[config.mk]
export PLATFORM = sky130hd
export DESIGN_NAME = gpio_standby_port
export DESIGN_NICKNAME = d
export VERILOG_FILES = /design/src/rtl/gpio_pkg.sv /design/src/rtl/gpio_ctrl.sv /design/src/rtl/gpio_datapath.sv /design/src/rtl/gpio_standby_port.sv
export SDC_FILE = /design/constraint.sdc
export NUM_CORES = 1
export LEC_CHECK = 0
export BUFFER_PORTS_ARGS = -buffer_cell sky130_fd_sc_hd__buf_4
export CORE_MARGIN = 4
export CORE_UTILIZATION = 45
export CTS_CLUSTER_DIAMETER = 150
export CTS_CLUSTER_SIZE = 14
export DETAILED_ROUTE_END_ITERATION = 6
export PLACE_DENSITY = 0.77
export RECOVER_POWER = 100
export SYNTH_ARGS = -nofsm -noshare
export SYNTH_HDL_FRONTEND = slang
export SYNTH_SLANG_ARGS = --single-unit
[constraint.sdc]
create_clock -name clk -period 1.3 [get_ports clk]
set_input_delay 0.26 -clock clk [delete_from_list [all_inputs] [get_ports clk]]
set_output_delay 0.26 -clock clk [all_outputs]
set_load 0.05 [all_outputs]
[src/rtl/gpio_pkg.sv]
package gpio_pkg;
  typedef struct packed {
    logic wrDir;
    logic wrData;
    logic setBit;
    logic clrBit;
  } strobe_t;

  localparam int unsigned ADDR_DIR = 0;
  localparam int unsigned ADDR_DATA = 1;
  localparam int unsigned ADDR_SET = 2;
  localparam int unsigned ADDR_CLR = 3;
endpackage

[src/rtl/gpio_ctrl.sv]
module gpio_ctrl
  import gpio_pkg::*;
#(
  parameter int unsigned WIDTH = 8,
  parameter int unsigned ADDR_W = 2
) (
  input  logic              clk,
  input  logic              rst,
  input  logic              busSel,
  input  logic              busWe,
  input  logic [ADDR_W-1:0] busAddr,
  input  logic [WIDTH-1:0]  dirQ,
  input  logic [WIDTH-1:0]  pinQ,
  output strobe_t           strb,
  output logic [WIDTH-1:0]  busRdata
);
  logic wrEn;

  always_comb begin
    wrEn = busSel && busWe;
    strb = '0;
    strb.wrDir  = wrEn && (busAddr == ADDR_W'(ADDR_DIR));
    strb.wrData = wrEn && (busAddr == ADDR_W'(ADDR_DATA));
    strb.setBit = wrEn && (busAddr == ADDR_W'(ADDR_SET));
    strb.clrBit = wrEn && (busAddr == ADDR_W'(ADDR_CLR));
  end

  always_comb begin
    case (busAddr)
      ADDR_W'(ADDR_DIR):  busRdata = dirQ;
      ADDR_W'(ADDR_DATA): busRdata = pinQ;
      default:            busRdata = '0;
    endcase
  end

  // at most one register operation per cycle
  a_r12_one_strobe: assert property (@(posedge clk) disable iff (rst)
    $onehot0({strb.wrDir, strb.wrData, strb.setBit, strb.clrBit}));

  // no write operation without a bus write
  a_r12_write_gated: assert property (@(posedge clk) disable iff (rst)
    !(busSel && busWe) |-> (strb == '0));
endmodule

[src/rtl/gpio_datapath.sv]
module gpio_datapath
  import gpio_pkg::*;
#(
  parameter int unsigned WIDTH = 8,
  parameter int unsigned SYNC_STAGES = 2
) (
  input  logic             clk,
  input  logic             rst,
  input  strobe_t          strb,
  input  logic [WIDTH-1:0] busWdata,
  input  logic             stopMode,
  input  logic             pinHiz,
  input  logic [WIDTH-1:0] pullSel,
  input  logic [WIDTH-1:0] padIn,
  output logic [WIDTH-1:0] padOut,
  output logic [WIDTH-1:0] padOe,
  output logic [WIDTH-1:0] dirQ,
  output logic [WIDTH-1:0] pinQ
);
  localparam int unsigned IDX_W = (WIDTH > 1) ? $clog2(WIDTH) : 1;

  logic [WIDTH-1:0] dirReg;
  logic [WIDTH-1:0] latchReg;
  logic [WIDTH-1:0] oeReg;
  logic [WIDTH-1:0] bitMask;
  logic [WIDTH-1:0] padLevel;
  logic [WIDTH-1:0] syncStage [SYNC_STAGES];
  logic             forceOff;

  assign forceOff = stopMode && pinHiz;
  assign bitMask  = WIDTH'(1) << busWdata[IDX_W-1:0];

  always_ff @(posedge clk) begin
    if (rst) begin
      dirReg <= '0;
      oeReg  <= '0;
    end else begin
      oeReg <= forceOff ? '0 : dirReg;
      if (strb.wrDir) dirReg <= busWdata;
    end
  end

  // output latch: no reset, keeps contents across it
  always_ff @(posedge clk) begin
    if (!rst) begin
      if (strb.wrData)      latchReg <= busWdata;
      else if (strb.setBit) latchReg <= latchReg | bitMask;
      else if (strb.clrBit) latchReg <= latchReg & ~bitMask;
    end
  end

  genvar gi;
  generate
    for (gi = 0; gi < WIDTH; gi++) begin : g_pad
      always_comb begin
        if (oeReg[gi])        padLevel[gi] = latchReg[gi];
        else if (pullSel[gi]) padLevel[gi] = 1'b1;
        else                  padLevel[gi] = padIn[gi];
      end
    end
    for (gi = 0; gi < SYNC_STAGES; gi++) begin : g_sync
      always_ff @(posedge clk) begin
        if (rst) syncStage[gi] <= '0;
        else if (gi == 0) syncStage[gi] <= padLevel;
        else syncStage[gi] <= syncStage[(gi == 0) ? 0 : gi - 1];
      end
    end
  endgenerate

  assign padOut = latchReg;
  assign padOe  = oeReg;
  assign dirQ   = dirReg;
  assign pinQ   = syncStage[SYNC_STAGES-1];

  // stop with pin hold off releases every driver next cycle
  a_r8_forced_off: assert property (@(posedge clk) disable iff (rst)
    forceOff |=> (padOe == '0));

  // outside forced-off, enables follow the direction register
  a_r1_oe_follows_dir: assert property (@(posedge clk) disable iff (rst)
    !forceOff |=> (padOe == $past(dirReg)));

  // reset leaves direction cleared
  a_r7_dir_cleared: assert property (@(posedge clk)
    rst |=> (dirReg == '0 && padOe == '0));

  // addressed bit is set after a set operation
  a_r5_bit_set: assert property (@(posedge clk) disable iff (rst)
    strb.setBit |=> ((latchReg & $past(bitMask)) == $past(bitMask)));

  // addressed bit is clear after a clear operation
  a_r6_bit_clear: assert property (@(posedge clk) disable iff (rst)
    strb.clrBit |=> ((latchReg & $past(bitMask)) == '0));
endmodule

[src/rtl/gpio_standby_port.sv]
module gpio_standby_port
  import gpio_pkg::*;
#(
  parameter int unsigned WIDTH = 8,
  parameter int unsigned ADDR_W = 2,
  parameter int unsigned SYNC_STAGES = 2
) (
  input  logic              clk,
  input  logic              rst,
  input  logic              busSel,
  input  logic              busWe,
  input  logic [ADDR_W-1:0] busAddr,
  input  logic [WIDTH-1:0]  busWdata,
  output logic [WIDTH-1:0]  busRdata,
  input  logic              stopMode,
  input  logic              pinHiz,
  input  logic [WIDTH-1:0]  pullSel,
  input  logic [WIDTH-1:0]  padIn,
  output logic [WIDTH-1:0]  padOut,
  output logic [WIDTH-1:0]  padOe
);
  strobe_t          strb;
  logic [WIDTH-1:0] dirQ;
  logic [WIDTH-1:0] pinQ;

  gpio_ctrl #(.WIDTH(WIDTH), .ADDR_W(ADDR_W)) u_ctrl (
    .clk(clk), .rst(rst), .busSel(busSel), .busWe(busWe), .busAddr(busAddr),
    .dirQ(dirQ), .pinQ(pinQ), .strb(strb), .busRdata(busRdata)
  );

  gpio_datapath #(.WIDTH(WIDTH), .SYNC_STAGES(SYNC_STAGES)) u_dp (
    .clk(clk), .rst(rst), .strb(strb), .busWdata(busWdata),
    .stopMode(stopMode), .pinHiz(pinHiz), .pullSel(pullSel), .padIn(padIn),
    .padOut(padOut), .padOe(padOe), .dirQ(dirQ), .pinQ(pinQ)
  );
endmodule

==> Flow_metrics.wiki <==
{| class="wikitable"
! Metric !! Value
|-
| Total number of placement rows || 22
|-
| Maximum number of pins on one net before global-route repair || 41
|-
| Final period demand of the worst path || 1.273 ns
|-
| Area of the placeable core || 3689 sq um
|-
| Number of cells produced by synthesis || 161
|-
| Headroom to the max-slew limit || 50.57%
|-
| DRC || 0
|-
| Die W || 70.24 microns
|-
| Number of max-cap violations || 0
|-
| Number of iterations in the first detailed-routing pass || 4
|-
| Placed wire-length estimate || 3.133 mm
|-
| Worst path slowest cell || sky130_fd_sc_hd__dfxtp_2
|-
| Cell-by-cell trace of the critical path || mux2i_1, nor2_2, buf_6
|-
| CTS tree || done
|-
| Hold Startpoint || busWdata[4]
|-
| Met2 WL post-DR || 2.314 mm
|-
| CP Data Arrival Time || 1.01 ns
|-
| Cell at the root of the clock tree || sky130_fd_sc_hd__clkbuf_8
|-
| Metal3 WL || 164 microns
|-
| Clock buffer count from CTS || 5
|-
| Fmax || 0.7853 GHz
|-
| Pwr per Cell Area || 1053 nW/um^2
|-
| Post-synth net total || 193
|-
| # nets final || 256
|-
| Kind of path behind the tightest hold check || input pin to flop
|-
| Final-layout setup total negative slack || 0 ns
|-
| Final period utilization || 97.96%
|-
| Tot GR Track Use || 18.64%
|-
| Drt total wl || 4.283 mm
|-
| Cell taking the most area after synthesis || sky130_fd_sc_hd__dfxtp_1
|-
| Max rail drop VDD || 638.2 uV
|-
| Antenna-violating nets left || 0
|-
| Slowest Stage Delay on Critical Path || 0.35 ns
|-
| Via count of the first global-routing pass || 1,461
|-
| Post-synthesis cell area || 1743 sq um
|-
| Highest metal used || met4
|-
| Fin. Hold Viols || 0
|-
| Primary flip-flop cell chosen by synthesis mapping || sky130_fd_sc_hd__dfxtp_1
|-
| Critical R2R Launch || u_dp.dirQ[2]
|-
| Final setup violating endpoints || 0
|-
| Avg Inst Size Synth || 10.83 sq um
|-
| Number of distinct standard cells referenced by the synthesized netlist || 28
|-
| Yosys warnings || 0
|-
| Final core utilization || 64.72%
|-
| Data required time of the worst path || 1.04 ns
|-
| Slew @ Worst Pin || 0.7415 ns
|-
| Share of Yosys cell area claimed by the top area cell type || 36.76%
|-
| Effective utilization at floorplan || 47.25%
|-
| Setup repair after global routing missed its margin || true
|-
| Number of DRC markers after the initial detailed-route iteration || 59
|-
| Register area share after synthesis || 50.54%
|-
| # fillers || 306
|-
| First element of the critical path || u_dp.dirQ[4]
|-
| Max Fanout on Critical Path || 3
|-
| Place WS || -0.07484 ns
|-
| Average routed wire per standard cell || 15.69 microns
|-
| Share of post-route cells with drive strength above 1 || 41.78%
|-
| Die Outline Area || 4933 sq um
|-
| Clock slew at the register clock pins of the worst setup and hold paths || 0.07 ns
|-
| Number of placed I/O pins || 56
|-
| Routed vias || 1,411
|-
| Leading cell types by total area after synthesis || sky130_fd_sc_hd__dfxtp_1 (37%), sky130_fd_sc_hd__edfxtp_1 (14%), sky130_fd_sc_hd__mux2i_1 (9.2%)
|-
| Element type at the critical path start || flop
|-
| Total congestion overflow after global routing || 0
|-
| Insertion delay of the later-clocked pin in the worst-skew pair || 0.29 ns
|-
| Number of H-tree levels || 2
|-
| Area growth from synthesis to layout || 36.97%
|-
| Register bit count reported by yosys || 40
|-
| FFs w/ async S/R, synth || 0%
|-
| Max-slew violation total from the final report || 0
|-
| TritonCTS sink count || 40
|-
| CP endpoint kind || primary output
|-
| Worst setup path class || flop to primary output
|-
| Post-CTS Hold Buffers || 0
|-
| Clock tree skew after final layout || 0.002476 ns
|-
| Antenna Cells || 0
|-
| Number of port buffers || 55
|-
| Antenna violations before repair || 0
|-
| Leakage power || 0.9321 nW
|-
| Outcome || finished, final reports clean
|-
| Least setup slack across all paths after layout || 0.02654 ns
|-
| Placer's final routability congestion estimate || 0.8510
|-
| EDFF count, synth || 8
|-
| Die boundary height || 70.24 microns
|-
| Most common cell after layout, fill and taps aside || sky130_fd_sc_hd__buf_4
|-
| Metal-1 WL || 1.671 mm
|-
| Commonest cells after routing, fill and taps aside || sky130_fd_sc_hd__buf_4 (36), sky130_fd_sc_hd__dfxtp_1 (24), sky130_fd_sc_hd__nor3_1 (16), sky130_fd_sc_hd__nor2b_1 (16), sky130_fd_sc_hd__mux2i_1 (15)
|-
| Average via count per standard cell || 5.168
|-
| Clock Path Buffers || 2
|-
| First-pass GRT wire length || 7.107 mm
|}
kinds of logic (layout without fill, tap and decap cells):
logic type      count (synthesis)  in the layout  share of synthesized area (%)
flops                          40             40                          50.54
simple gates                   76             76                          27.78
compound gates                 18             18                          8.758
mux                            16             16                          9.189
buf+inv                        11             75                          3.732
layer usage:
layer / GRT usage (%) / vias to the layer above
met5: 0 / -
met4: 10.00 / 0
met3: 5.180 / 11
met2: 31.91 / 31
met1: 20.72 / 678
li1: - / 691
cell usage after synthesis (2+ instances only):
cell type                   instances
sky130_fd_sc_hd__buf_2              3
sky130_fd_sc_hd__a211oi_2           2
sky130_fd_sc_hd__o2bb2ai_1          8
sky130_fd_sc_hd__nand2b_1          14
sky130_fd_sc_hd__clkbuf_1           2
sky130_fd_sc_hd__a211oi_1           6
sky130_fd_sc_hd__nand3b_1           3
sky130_fd_sc_hd__nor3_1            16
sky130_fd_sc_hd__or3b_1             3
sky130_fd_sc_hd__edfxtp_1           8
sky130_fd_sc_hd__dfxtp_1           32
sky130_fd_sc_hd__buf_4              3
sky130_fd_sc_hd__nor2b_1           16
sky130_fd_sc_hd__or2b_1             2
sky130_fd_sc_hd__mux2i_1           16
sky130_fd_sc_hd__and2_1             8
sky130_fd_sc_hd__nor2_1             8
through the flow:
| step | power [mW] | area, sq um | instances | hold WS, ns |
|---|---|---|---|---|
| global placement | 1.684 | 2298 | 263 | 0.4206 |
| global route | 2.615 | 2387 | 273 | 0.2463 |
| finish | 2.515 | 2387 | 273 | 0.2419 |
| floorplan | 1.535 | 1787 | 161 | 0.4138 |
| detailed placement | 1.699 | 2298 | 263 | 0.4265 |
| CTS | 2.544 | 2405 | 271 | 0.2328 |
power by group:
group	leakage, nW	switching, mW	internal, mW
clock	0.0510	0.423	0.423
combinational	0.558	0.178	0.172
sequential	0.323	0.0149	1.30
total	0.932	0.616	1.90
final timing paths:
check                                            end  slack, ns  cells after the start
worst max-delay path                     busRdata[4]       0.03                      3
worst min-delay path                    u_dp.dirQ[4]       0.24                      3
worst max register to register          u_dp.dirQ[2]       0.57                      3
worst min register to register  u_dp.syncStage[1][2]       0.45                      1
what timing repair did:
item | CTS | global route
setup endpoints to repair | 3 | 8
gates resized for setup | 5 | 13
pin swaps | 0 | 1
setup buffers | 0 | 2
final cells by class:
class / count / area (sq um) / share of cell area, %
clock inverter: 2 / 10.01 / 0.4193
sequential: 40 / 890.9 / 37.32
clock buffer: 6 / 82.58 / 3.459
timing repair buffer: 67 / 528.0 / 22.12
multi-input combinational: 110 / 815.8 / 34.17
tap: 48 / 60.06 / 2.516
critical path, delay by kind of cell, from the launching register on:
kind / cells / cell delay, ns
flip-flops: 1 / 0.35
multiplexers: 1 / 0.08
AND/OR/NAND/NOR: 1 / 0.12
buffers and inverters: 1 / 0.17
No activity file was read; power rests on OpenSTA's default activity.
